[src/rtl/tmfi_pkg.sv]
package tmfi_pkg;
    typedef enum logic {
        PH_GOLD  = 1'b0,
        PH_FAULT = 1'b1
    } phase_e;

    typedef struct packed {
        logic golden;
        logic faulty;
        logic mask;
        logic saved;
    } cell_s;
endpackage

[src/rtl/tmfi_cell.sv]
module tmfi_cell
    import tmfi_pkg::*;
(
    input  logic   clk,
    input  logic   rst_n,
    input  phase_e phase_i,
    input  logic   step_i,
    input  logic   next_i,
    input  logic   mask_wr_i,
    input  logic   mask_i,
    input  logic   inject_i,
    input  logic   save_i,
    input  logic   restore_i,
    output logic   q_o,
    output logic   diff_o,
    output logic   mask_o
);
    cell_s cell_d, cell_q;

    always_comb begin
        cell_d = cell_q;
        if (mask_wr_i) cell_d.mask = mask_i;
        if (save_i)    cell_d.saved = cell_q.golden;
        if (restore_i) begin
            cell_d.golden = cell_q.saved;
            cell_d.faulty = cell_q.saved;
        end else if (inject_i) begin
            cell_d.faulty = cell_q.golden ^ cell_q.mask;
        end else if (step_i) begin
            if (phase_i == PH_GOLD) cell_d.golden = next_i;
            else                    cell_d.faulty = next_i;
        end
    end

    always_ff @(posedge clk) begin
        if (!rst_n) cell_q <= '0;
        else        cell_q <= cell_d;
    end

    assign q_o    = (phase_i == PH_GOLD) ? cell_q.golden : cell_q.faulty;
    assign diff_o = cell_q.golden ^ cell_q.faulty;
    assign mask_o = cell_q.mask;
endmodule

[src/rtl/tmfi_test_logic.sv]
module tmfi_test_logic #(
    parameter int N     = 8,
    parameter int OUT_W = 2
) (
    input  logic [N-1:0]     st_i,
    input  logic [N-1:0]     stim_i,
    output logic [N-1:0]     next_o,
    output logic [OUT_W-1:0] out_o
);
    localparam int OBS_LO = N / 2;

    for (genvar i = 0; i < N; i++) begin : g_next
        localparam int PREV = (i + N - 1) % N;
        localparam int SUCC = (i + 1) % N;
        assign next_o[i] = stim_i[i] ? st_i[PREV] : stim_i[SUCC];
    end

    always_comb begin
        out_o = '0;
        for (int k = OBS_LO; k < N; k++) begin
            out_o[k % OUT_W] = out_o[k % OUT_W] ^ st_i[k];
        end
    end
endmodule

[src/rtl/tmfi_phase_ctrl.sv]
module tmfi_phase_ctrl
    import tmfi_pkg::*;
#(
    parameter int OUT_W = 2
) (
    input  logic             clk,
    input  logic             rst_n,
    input  logic             run_i,
    input  logic             inject_i,
    input  logic             restore_i,
    input  logic             any_diff_i,
    input  logic [OUT_W-1:0] out_i,
    output phase_e           phase_o,
    output logic             step_o,
    output logic             mismatch_o,
    output logic             silent_o
);
    typedef struct packed {
        phase_e           phase;
        logic [OUT_W-1:0] gout;
        logic             mis;
        logic             armed;
    } ctrl_s;

    ctrl_s ctl_d, ctl_q;
    logic  silent, step;

    always_comb begin
        silent = ctl_q.armed & ~any_diff_i & ~ctl_q.mis;
        step   = run_i & ~silent & ~inject_i & ~restore_i;
        ctl_d  = ctl_q;
        if (restore_i) begin
            ctl_d.phase = PH_GOLD;
            ctl_d.mis   = 1'b0;
            ctl_d.armed = 1'b0;
        end else if (inject_i) begin
            ctl_d.phase = PH_GOLD;
            ctl_d.mis   = 1'b0;
            ctl_d.armed = 1'b1;
        end else if (step) begin
            if (ctl_q.phase == PH_GOLD) begin
                ctl_d.gout  = out_i;
                ctl_d.phase = PH_FAULT;
            end else begin
                if (out_i != ctl_q.gout) ctl_d.mis = 1'b1;
                ctl_d.phase = PH_GOLD;
            end
        end
    end

    always_ff @(posedge clk) begin
        if (!rst_n) ctl_q <= '0;
        else        ctl_q <= ctl_d;
    end

    assign phase_o    = ctl_q.phase;
    assign step_o     = step;
    assign mismatch_o = ctl_q.mis;
    assign silent_o   = silent;
endmodule

[src/rtl/tmfi_array.sv]
module tmfi_array
    import tmfi_pkg::*;
#(
    parameter int N     = 8,
    parameter int OUT_W = 2
) (
    input  logic             clk,
    input  logic             rst_n,
    input  logic             run,
    input  logic [N-1:0]     stim,
    input  logic             mask_wr,
    input  logic [N-1:0]     mask_in,
    input  logic             inject,
    input  logic             save,
    input  logic             restore,
    output logic             phase_o,
    output logic [N-1:0]     state_o,
    output logic [N-1:0]     diff_o,
    output logic [OUT_W-1:0] out_o,
    output logic             out_mismatch_o,
    output logic             fault_silent_o
);
    phase_e       phase;
    logic         step;
    logic [N-1:0] next_st;
    logic [N-1:0] mask_vec;

    tmfi_phase_ctrl #(.OUT_W(OUT_W)) ctrl_i (
        .clk        (clk),
        .rst_n      (rst_n),
        .run_i      (run),
        .inject_i   (inject),
        .restore_i  (restore),
        .any_diff_i (|diff_o),
        .out_i      (out_o),
        .phase_o    (phase),
        .step_o     (step),
        .mismatch_o (out_mismatch_o),
        .silent_o   (fault_silent_o)
    );

    for (genvar i = 0; i < N; i++) begin : g_cell
        tmfi_cell cell_i (
            .clk       (clk),
            .rst_n     (rst_n),
            .phase_i   (phase),
            .step_i    (step),
            .next_i    (next_st[i]),
            .mask_wr_i (mask_wr),
            .mask_i    (mask_in[i]),
            .inject_i  (inject),
            .save_i    (save),
            .restore_i (restore),
            .q_o       (state_o[i]),
            .diff_o    (diff_o[i]),
            .mask_o    (mask_vec[i])
        );
    end

    tmfi_test_logic #(.N(N), .OUT_W(OUT_W)) logic_i (
        .st_i   (state_o),
        .stim_i (stim),
        .next_o (next_st),
        .out_o  (out_o)
    );

    assign phase_o = phase;
endmodule

[config.mk]
export PLATFORM = sky130hd
export DESIGN_NAME = tmfi_array
export DESIGN_NICKNAME = d
export VERILOG_FILES = /design/src/rtl/tmfi_pkg.sv /design/src/rtl/tmfi_cell.sv /design/src/rtl/tmfi_test_logic.sv /design/src/rtl/tmfi_phase_ctrl.sv /design/src/rtl/tmfi_array.sv
export SDC_FILE = /design/constraint.sdc
export NUM_CORES = 1
export LEC_CHECK = 0
export ABC_CLOCK_PERIOD_IN_PS = 2400
export BUFFER_PORTS_ARGS = -buffer_cell sky130_fd_sc_hd__buf_2
export CORE_ASPECT_RATIO = 1.75
export CORE_MARGIN = 2
export CORE_UTILIZATION = 30
export CTS_CLUSTER_DIAMETER = 200
export DETAILED_ROUTE_END_ITERATION = 8
export GPL_TIMING_DRIVEN = 0
export PLACE_DENSITY = 0.56
export SLEW_MARGIN = 5
export SYNTH_ARGS = -nofsm -noshare
export SYNTH_HDL_FRONTEND = slang
export SYNTH_SLANG_ARGS = --single-unit
[constraint.sdc]
create_clock -name clk -period 2.4 [get_ports clk]
set_input_delay 0.12 -clock clk [delete_from_list [all_inputs] [get_ports clk]]
set_output_delay 0.12 -clock clk [all_outputs]
set_load 0.02 [all_outputs]
# Word-level counts from Yosys, hierarchy flattened
# Index checks and enable logic that the tools add are counted.
[classes]
n_eq_ne = 3
muxes = 65
bitwise_logic = 30
reduce_logical = 10
[op_table]
columns = ["op", "count"]
rows = [
  ["$mux W1", 49],
  ["$mux W2", 16],
  ["$xor A1 B1 Y1", 18],
  ["$reduce_or A8 Y1", 1],
  ["$not A1 Y1", 7],
  ["$reduce_and A3 Y1", 2],
  ["$reduce_bool A3 Y1", 2],
  ["$and A1 B1 Y1", 5],
  ["$reduce_and A4 Y1", 1],
  ["$reduce_or A3 Y1", 1],
  ["$ne A2 B1 Y1 const B", 1],
  ["$ne A2 B2 Y1", 1],
  ["$ne A2 B2 Y1 const B", 1],
  ["$reduce_and A2 Y1", 1],
  ["$reduce_bool A2 Y1", 1],
  ["$reduce_or A2 Y1", 1],
]
[totals]
reg_bits = 37
input_bits = 23
out_inout_bits = 21
wordCells = 144

# Longest topological paths before layout
[logic_depth]
depth_word = 12
ltp_mapped = 7
ltp_nobuf = 5

# Hierarchy
# Synthesis repeated with hierarchy kept, for this count alone.
[unflattened]
cells_unflattened = 230
area_unflattened_um2 = 2153.3
[modules_own_cells]
columns = ["mod", "instances", "cells_each", "area_per_inst_um2", "seq_area_each_um2"]
rows = [
  ["tmfi_cell", 8, 24, 219.0, 80.1],
  ["tmfi_phase_ctrl", 1, 25, 277.8, 100.1],
  ["tmfi_test_logic", 1, 10, 107.6, 0.0],
  ["tmfi_array", 1, 3, 16.3, 0.0],
]

# Least setup slack after synthesis
# OpenSTA, ideal clock, no wires.
[synth_timing]
path_kind = "register -> register"
startpoint = "register g_cell[5].cell_i.cell_q[3] in the netlist's numbering"
endpoint = "register g_cell[2].cell_i.cell_q[2] in the netlist's numbering"
setup_time_ns = 0.060
t_arrival_ns = 1.957
required_time_ns = 2.340
setup_slack_ns = 0.383
stages_incl_launch_ff = 8
n_path_buf = 2
synth_period_minus_slack_ns = 2.017
cell_sequence = "dfxtp_1 -> buf_6 -> xor2_1 -> or4_4 -> nor4_4 -> or2_1 -> buf_6 -> o311a_1"
[synth_via]
elab_chain_len = 11
[synth_lines]
columns = ["element", "line", "rtl"]
rows = [
  ["from (decl)", "tmfi_cell.sv:18", "cell_s cell_d, cell_q;"],
  ["from (signal assigned)", "tmfi_cell.sv:37", "else cell_q <= cell_d;"],
  ["$xor A1 B1 Y1", "tmfi_cell.sv:41", "assign diff_o = cell_q.golden ^ cell_q.faulty;"],
  ["via g_cell[5].cell_i.diff_o", "tmfi_cell.sv:15", "output logic diff_o,"],
  ["$reduce_or A8 Y1", "tmfi_array.sv:34", ".any_diff_i (|diff_o),"],
  ["$not A1 Y1", "tmfi_phase_ctrl.sv:29", "silent = ctl_q.armed & ~any_diff_i & ~ctl_q.mis;"],
  ["$and A1 B1 Y1 (2 in series)", "tmfi_phase_ctrl.sv:29", ""],
  ["$not A1 Y1", "tmfi_phase_ctrl.sv:30", "step = run_i & ~silent & ~inject_i & ~restore_i;"],
  ["$and A1 B1 Y1 (3 in series)", "tmfi_phase_ctrl.sv:30", ""],
  ["$reduce_bool A3 Y1 (no source line)", "--", ""],
  ["$reduce_and A2 Y1 (no source line)", "--", ""],
  ["to (signal assigned)", "tmfi_cell.sv:37", ""],
  ["to (decl)", "tmfi_cell.sv:18", ""],
]
# The timed path passes the listed nets, and every way through them passes these cells.
# A chain may end at the register's enable or synchronous reset.

# Worst setup path after layout
[layout_timing]
startpoint = "register ctrl_i.ctl_q (netlist bit ctrl_i.phase_o)"
endpoint = "register g_cell[7].cell_i.cell_q[2] in the netlist's numbering"
[layout_via]
elab_chain_len = 6
elab_cells_between_ends = 8
classes_between = "6 x mux; 2 x reduce/logical"
[layout_lines]
columns = ["element", "line", "rtl"]
rows = [
  ["from (decl)", "tmfi_phase_ctrl.sv:25", "ctrl_s ctl_d, ctl_q;"],
  ["from (signal assigned)", "tmfi_phase_ctrl.sv:53", "else ctl_q <= ctl_d;"],
  ["$mux W1", "tmfi_cell.sv:40", "assign q_o = (phase_i == PH_GOLD) ? cell_q.golden : cell_q.faulty;"],
  ["via g_cell[6].cell_i.q_o", "tmfi_cell.sv:14", "output logic q_o,"],
  ["$mux W1", "tmfi_test_logic.sv:15", "assign next_o[i] = stim_i[i] ? st_i[PREV] : stim_i[SUCC];"],
  ["$mux W1", "tmfi_cell.sv:30", "if (phase_i == PH_GOLD) cell_d.golden = next_i;"],
  ["$mux W2", "tmfi_cell.sv:29", "end else if (step_i) begin"],
  ["$mux W1", "tmfi_cell.sv:27", "end else if (inject_i) begin"],
  ["$mux W2", "tmfi_cell.sv:24", "if (restore_i) begin"],
  ["to (signal assigned)", "tmfi_cell.sv:37", ""],
  ["to (decl)", "tmfi_cell.sv:18", ""],
]
# The timed path passes the listed nets, and every way through them passes these cells. The select of a mux whose other input is x is not followed.

==> results.sh <==
export IMPL_clk_insertion_delay_late_ps=280
export IMPL_seq_area_frac_synth=0.328
export IMPL_grt_ovfl_total=0
export IMPL_core_area_mm2=0.00728
export IMPL_crit_slowest_cell="buf_1"
export IMPL_viasPerCell=4.72
export IMPL_synth_top_area_share=0.328
export IMPL_hpwl_um=4550
export IMPL_wirelength_um=5600
export IMPL_pwr_share_clk=0.391
export IMPL_synth_edf_count=0
export IMPL_swShare=0.272
export IMPL_grt_pass1_vias=1863
export IMPL_holdBufCountCts=0
export IMPL_initial_core_util=0.310
export IMPL_r2r_end="g_cell[7].cell_i.cell_q[2]"
export IMPL_cpPeakStageDelay_ps=490
export IMPL_ys_ff_latch=37
export IMPL_cts_num_sinks=37
export IMPL_min_period_over_period=0.925
export IMPL_fp_dieH_um=119
export IMPL_diodes=0
export IMPL_placed_area_mm2=0.00257
export IMPL_io_buffers=40
export IMPL_cp_end_kind="flip-flop"
export IMPL_cts_tree="done"
export IMPL_cp_max_fo=10
export IMPL_startpoint_type="flip-flop"
export IMPL_ios=44
export IMPL_finalClockSkew_ps=5.71
export IMPL_async_reset_ff_frac=0
export IMPL_status="complete, no violations"
export IMPL_postLayoutCellArea_mm2=0.00275
export IMPL_critical_path_required_ps=2560
export IMPL_drc=0
export IMPL_p_leak_uw=0.00132
export IMPL_combPwrFrac=0.219
export IMPL_synth_area_leaders="dfxtp_1 33%, mux2i_1 11%, mux2_2 8.5%"
export IMPL_hp_start="mask_in[2]"
export IMPL_finalPower_uw=1740
export IMPL_synthCells=243
export IMPL_postCtsResizedCells=0
export IMPL_gr_usage_all_layers=0.141
export IMPL_final_layout_size_suffix_gt1_frac=0.331
export IMPL_avgSynthCellArea_um2=9.30
export IMPL_drv_slew=0
export IMPL_r2r_slack_ps=180
export IMPL_reg2reg_depth=6
export IMPL_period_needed_ps=2220
export IMPL_syn_area_mm2=0.00226
export IMPL_area_growth_pct=21.4
export IMPL_dr_pass1_iters=6
export IMPL_critPathTopFamily="multiplexers"
export IMPL_antenna_found_initial=0
export IMPL_finalHoldViolations=0
export IMPL_synth_warning_count=0
export IMPL_drv_cap=0
export IMPL_hp_class="input port to flip-flop"
export IMPL_layout_commonest_cell="buf_2"
export IMPL_grt_start_max_net_pins=12
export IMPL_arrival_ps=2380
export IMPL_drt_iter0_drc=35
export IMPL_multi_input_area_mm2=0.00130
export IMPL_layout_common_cells="42 x buf_2, 37 x dfxtp_1, 25 x mux2i_1"
export IMPL_p_per_area_mw_per_mm2=633
export IMPL_irDropWorstVdd_mv=0.286
export IMPL_fmax_ghz=0.451
export IMPL_postRouteAntennaNets=0
export IMPL_worstPathCellList="buf_1 > mux2_2 > mux2_2 > o21ai_0 > o21ai_0 > o211a_1"
export IMPL_post_cts_setup_buffer_count=0
export IMPL_relSlewSlack=0.597
export IMPL_cts_buffers=5
export IMPL_die_w_um=69.6
export IMPL_reg2reg_from="ctrl_i.phase_o"
export IMPL_clk_pin_slew_ps=60
export IMPL_pwr_share_seq=0.391
export IMPL_post_route_util=0.377
export IMPL_register_area_um2=741
export IMPL_gp_congestion=0.789
export IMPL_clockBufferDepth=2
export IMPL_tightest_slew_ps=605
export IMPL_wl_per_cell_um=14.8
export IMPL_fin_tns_setup_ps=0
export IMPL_finalNetCount=315
export IMPL_fill_cells=765
export IMPL_vias=1788
export IMPL_dieArea_mm2=0.00827
export IMPL_hold_end="g_cell[2].cell_i.mask_o"
export IMPL_grt_pass1_wl_um=9090
export IMPL_yosysTopAreaCell="dfxtp_1"
export IMPL_intPower_uw=1270
export IMPL_cts_root_buffer="clkbuf_16"
export IMPL_setup_viol=0
export IMPL_synth_flop_cell="dfxtp_1"
export IMPL_rsz0062_at_grt="false"
export IMPL_rows=41
export IMPL_switchingPower_uw=472
export IMPL_path_buf_inv=1
export IMPL_critical_path_class="flip-flop to flip-flop"
export IMPL_min_delay_path_depth=3
export IMPL_htreeDepth=2
export IMPL_yosys_cell_types_count=34
export IMPL_syn_nets=266
per-layer routing:
layer  global-route usage  vias up  share of wire
met5                    0        -              0
met4               0.0769        0          0.026
met3               0.0212       10          0.038
met2                0.272       42           0.57
met1                0.139      813           0.36
li1                     -      923              -
power by group through the flow:
| stage | Clock [uW] | Combinational, uW | Sequential (uW) |
|---|---|---|---|
| floorplan | 0 | 285 | 683 |
| global placement | 0 | 382 | 689 |
| detailed placement | 0 | 385 | 690 |
| CTS | 697 | 386 | 677 |
| global route | 716 | 415 | 684 |
| finish | 679 | 380 | 679 |
cell type report:
| cell class | instances | share of cell area |
|---|---|---|
| multi-input cells | 169 | 0.474 |
| inverters | 3 | 0.00410 |
| repair buffers | 43 | 0.0811 |
| clock inverters | 1 | 0.00182 |
| well taps | 86 | 0.0392 |
| clock buffers | 7 | 0.0556 |
| flip-flops and latches | 37 | 0.270 |
| plain buffers | 33 | 0.0747 |
cell families after synthesis:
logic type	count (synthesis)	share of synthesized area
AO/OA/AOI/OAI	55	0.168
flip-flops	37	0.328
multiplexers	42	0.195
AND/OR/NAND/NOR	49	0.122
buffers and inverters	37	0.0974
XOR/XNOR	23	0.0891
stage by stage:
stage / hold WS, ps / instances / worst slack (ps)
final: 102 / 379 / 181
after global routing: 117 / 379 / 10.6
after CTS: 101 / 377 / 49.4
after detailed placement: 388 / 369 / 63.6
after global placement: 375 / 369 / 71.6
after floorplan: 290 / 243 / 383
sequential cells by signal (all words and copies together), names as in the netlist:
register	flops
ctrl_i.ctl_q	3
ctrl_i.mismatch_o	1
ctrl_i.phase_o	1
g_cell.cell_i.cell_q	24
g_cell.cell_i.mask_o	8
tightest hold or removal path: cells and delay by family:
kind	cells	cell delay [ps]
and+or+nand+nor	1	90
buffers and inverters	1	80
muxes	1	50
Yosys cell counts, drive strengths merged (5+ instances only):
cell type	n
nand2	17
o21ai	21
o21bai	10
nor2b	16
mux2	17
xnor2	10
clkbuf	12
or2	5
xor2	13
mux2i	25
a21oi	10
buf	22
dfxtp	37
o211a	7
how the worst max path moves through the flow:
stage	cells past startpoint	startpoint	slack, ps	end
after floorplan	7	g_cell[5].cell_i.cell_q[3]	380	g_cell[2].cell_i.cell_q[2]
after global placement	7	g_cell[4].cell_i.cell_q[3]	70	g_cell[1].cell_i.cell_q[3]
after detailed placement	7	g_cell[4].cell_i.cell_q[3]	60	g_cell[7].cell_i.cell_q[3]
after CTS	7	g_cell[4].cell_i.cell_q[3]	50	g_cell[7].cell_i.cell_q[3]
after global routing	6	ctrl_i.phase_o	10	g_cell[3].cell_i.cell_q[2]
final	6	ctrl_i.phase_o	180	g_cell[7].cell_i.cell_q[2]
Note: power is estimated with default switching activity, not from simulation.
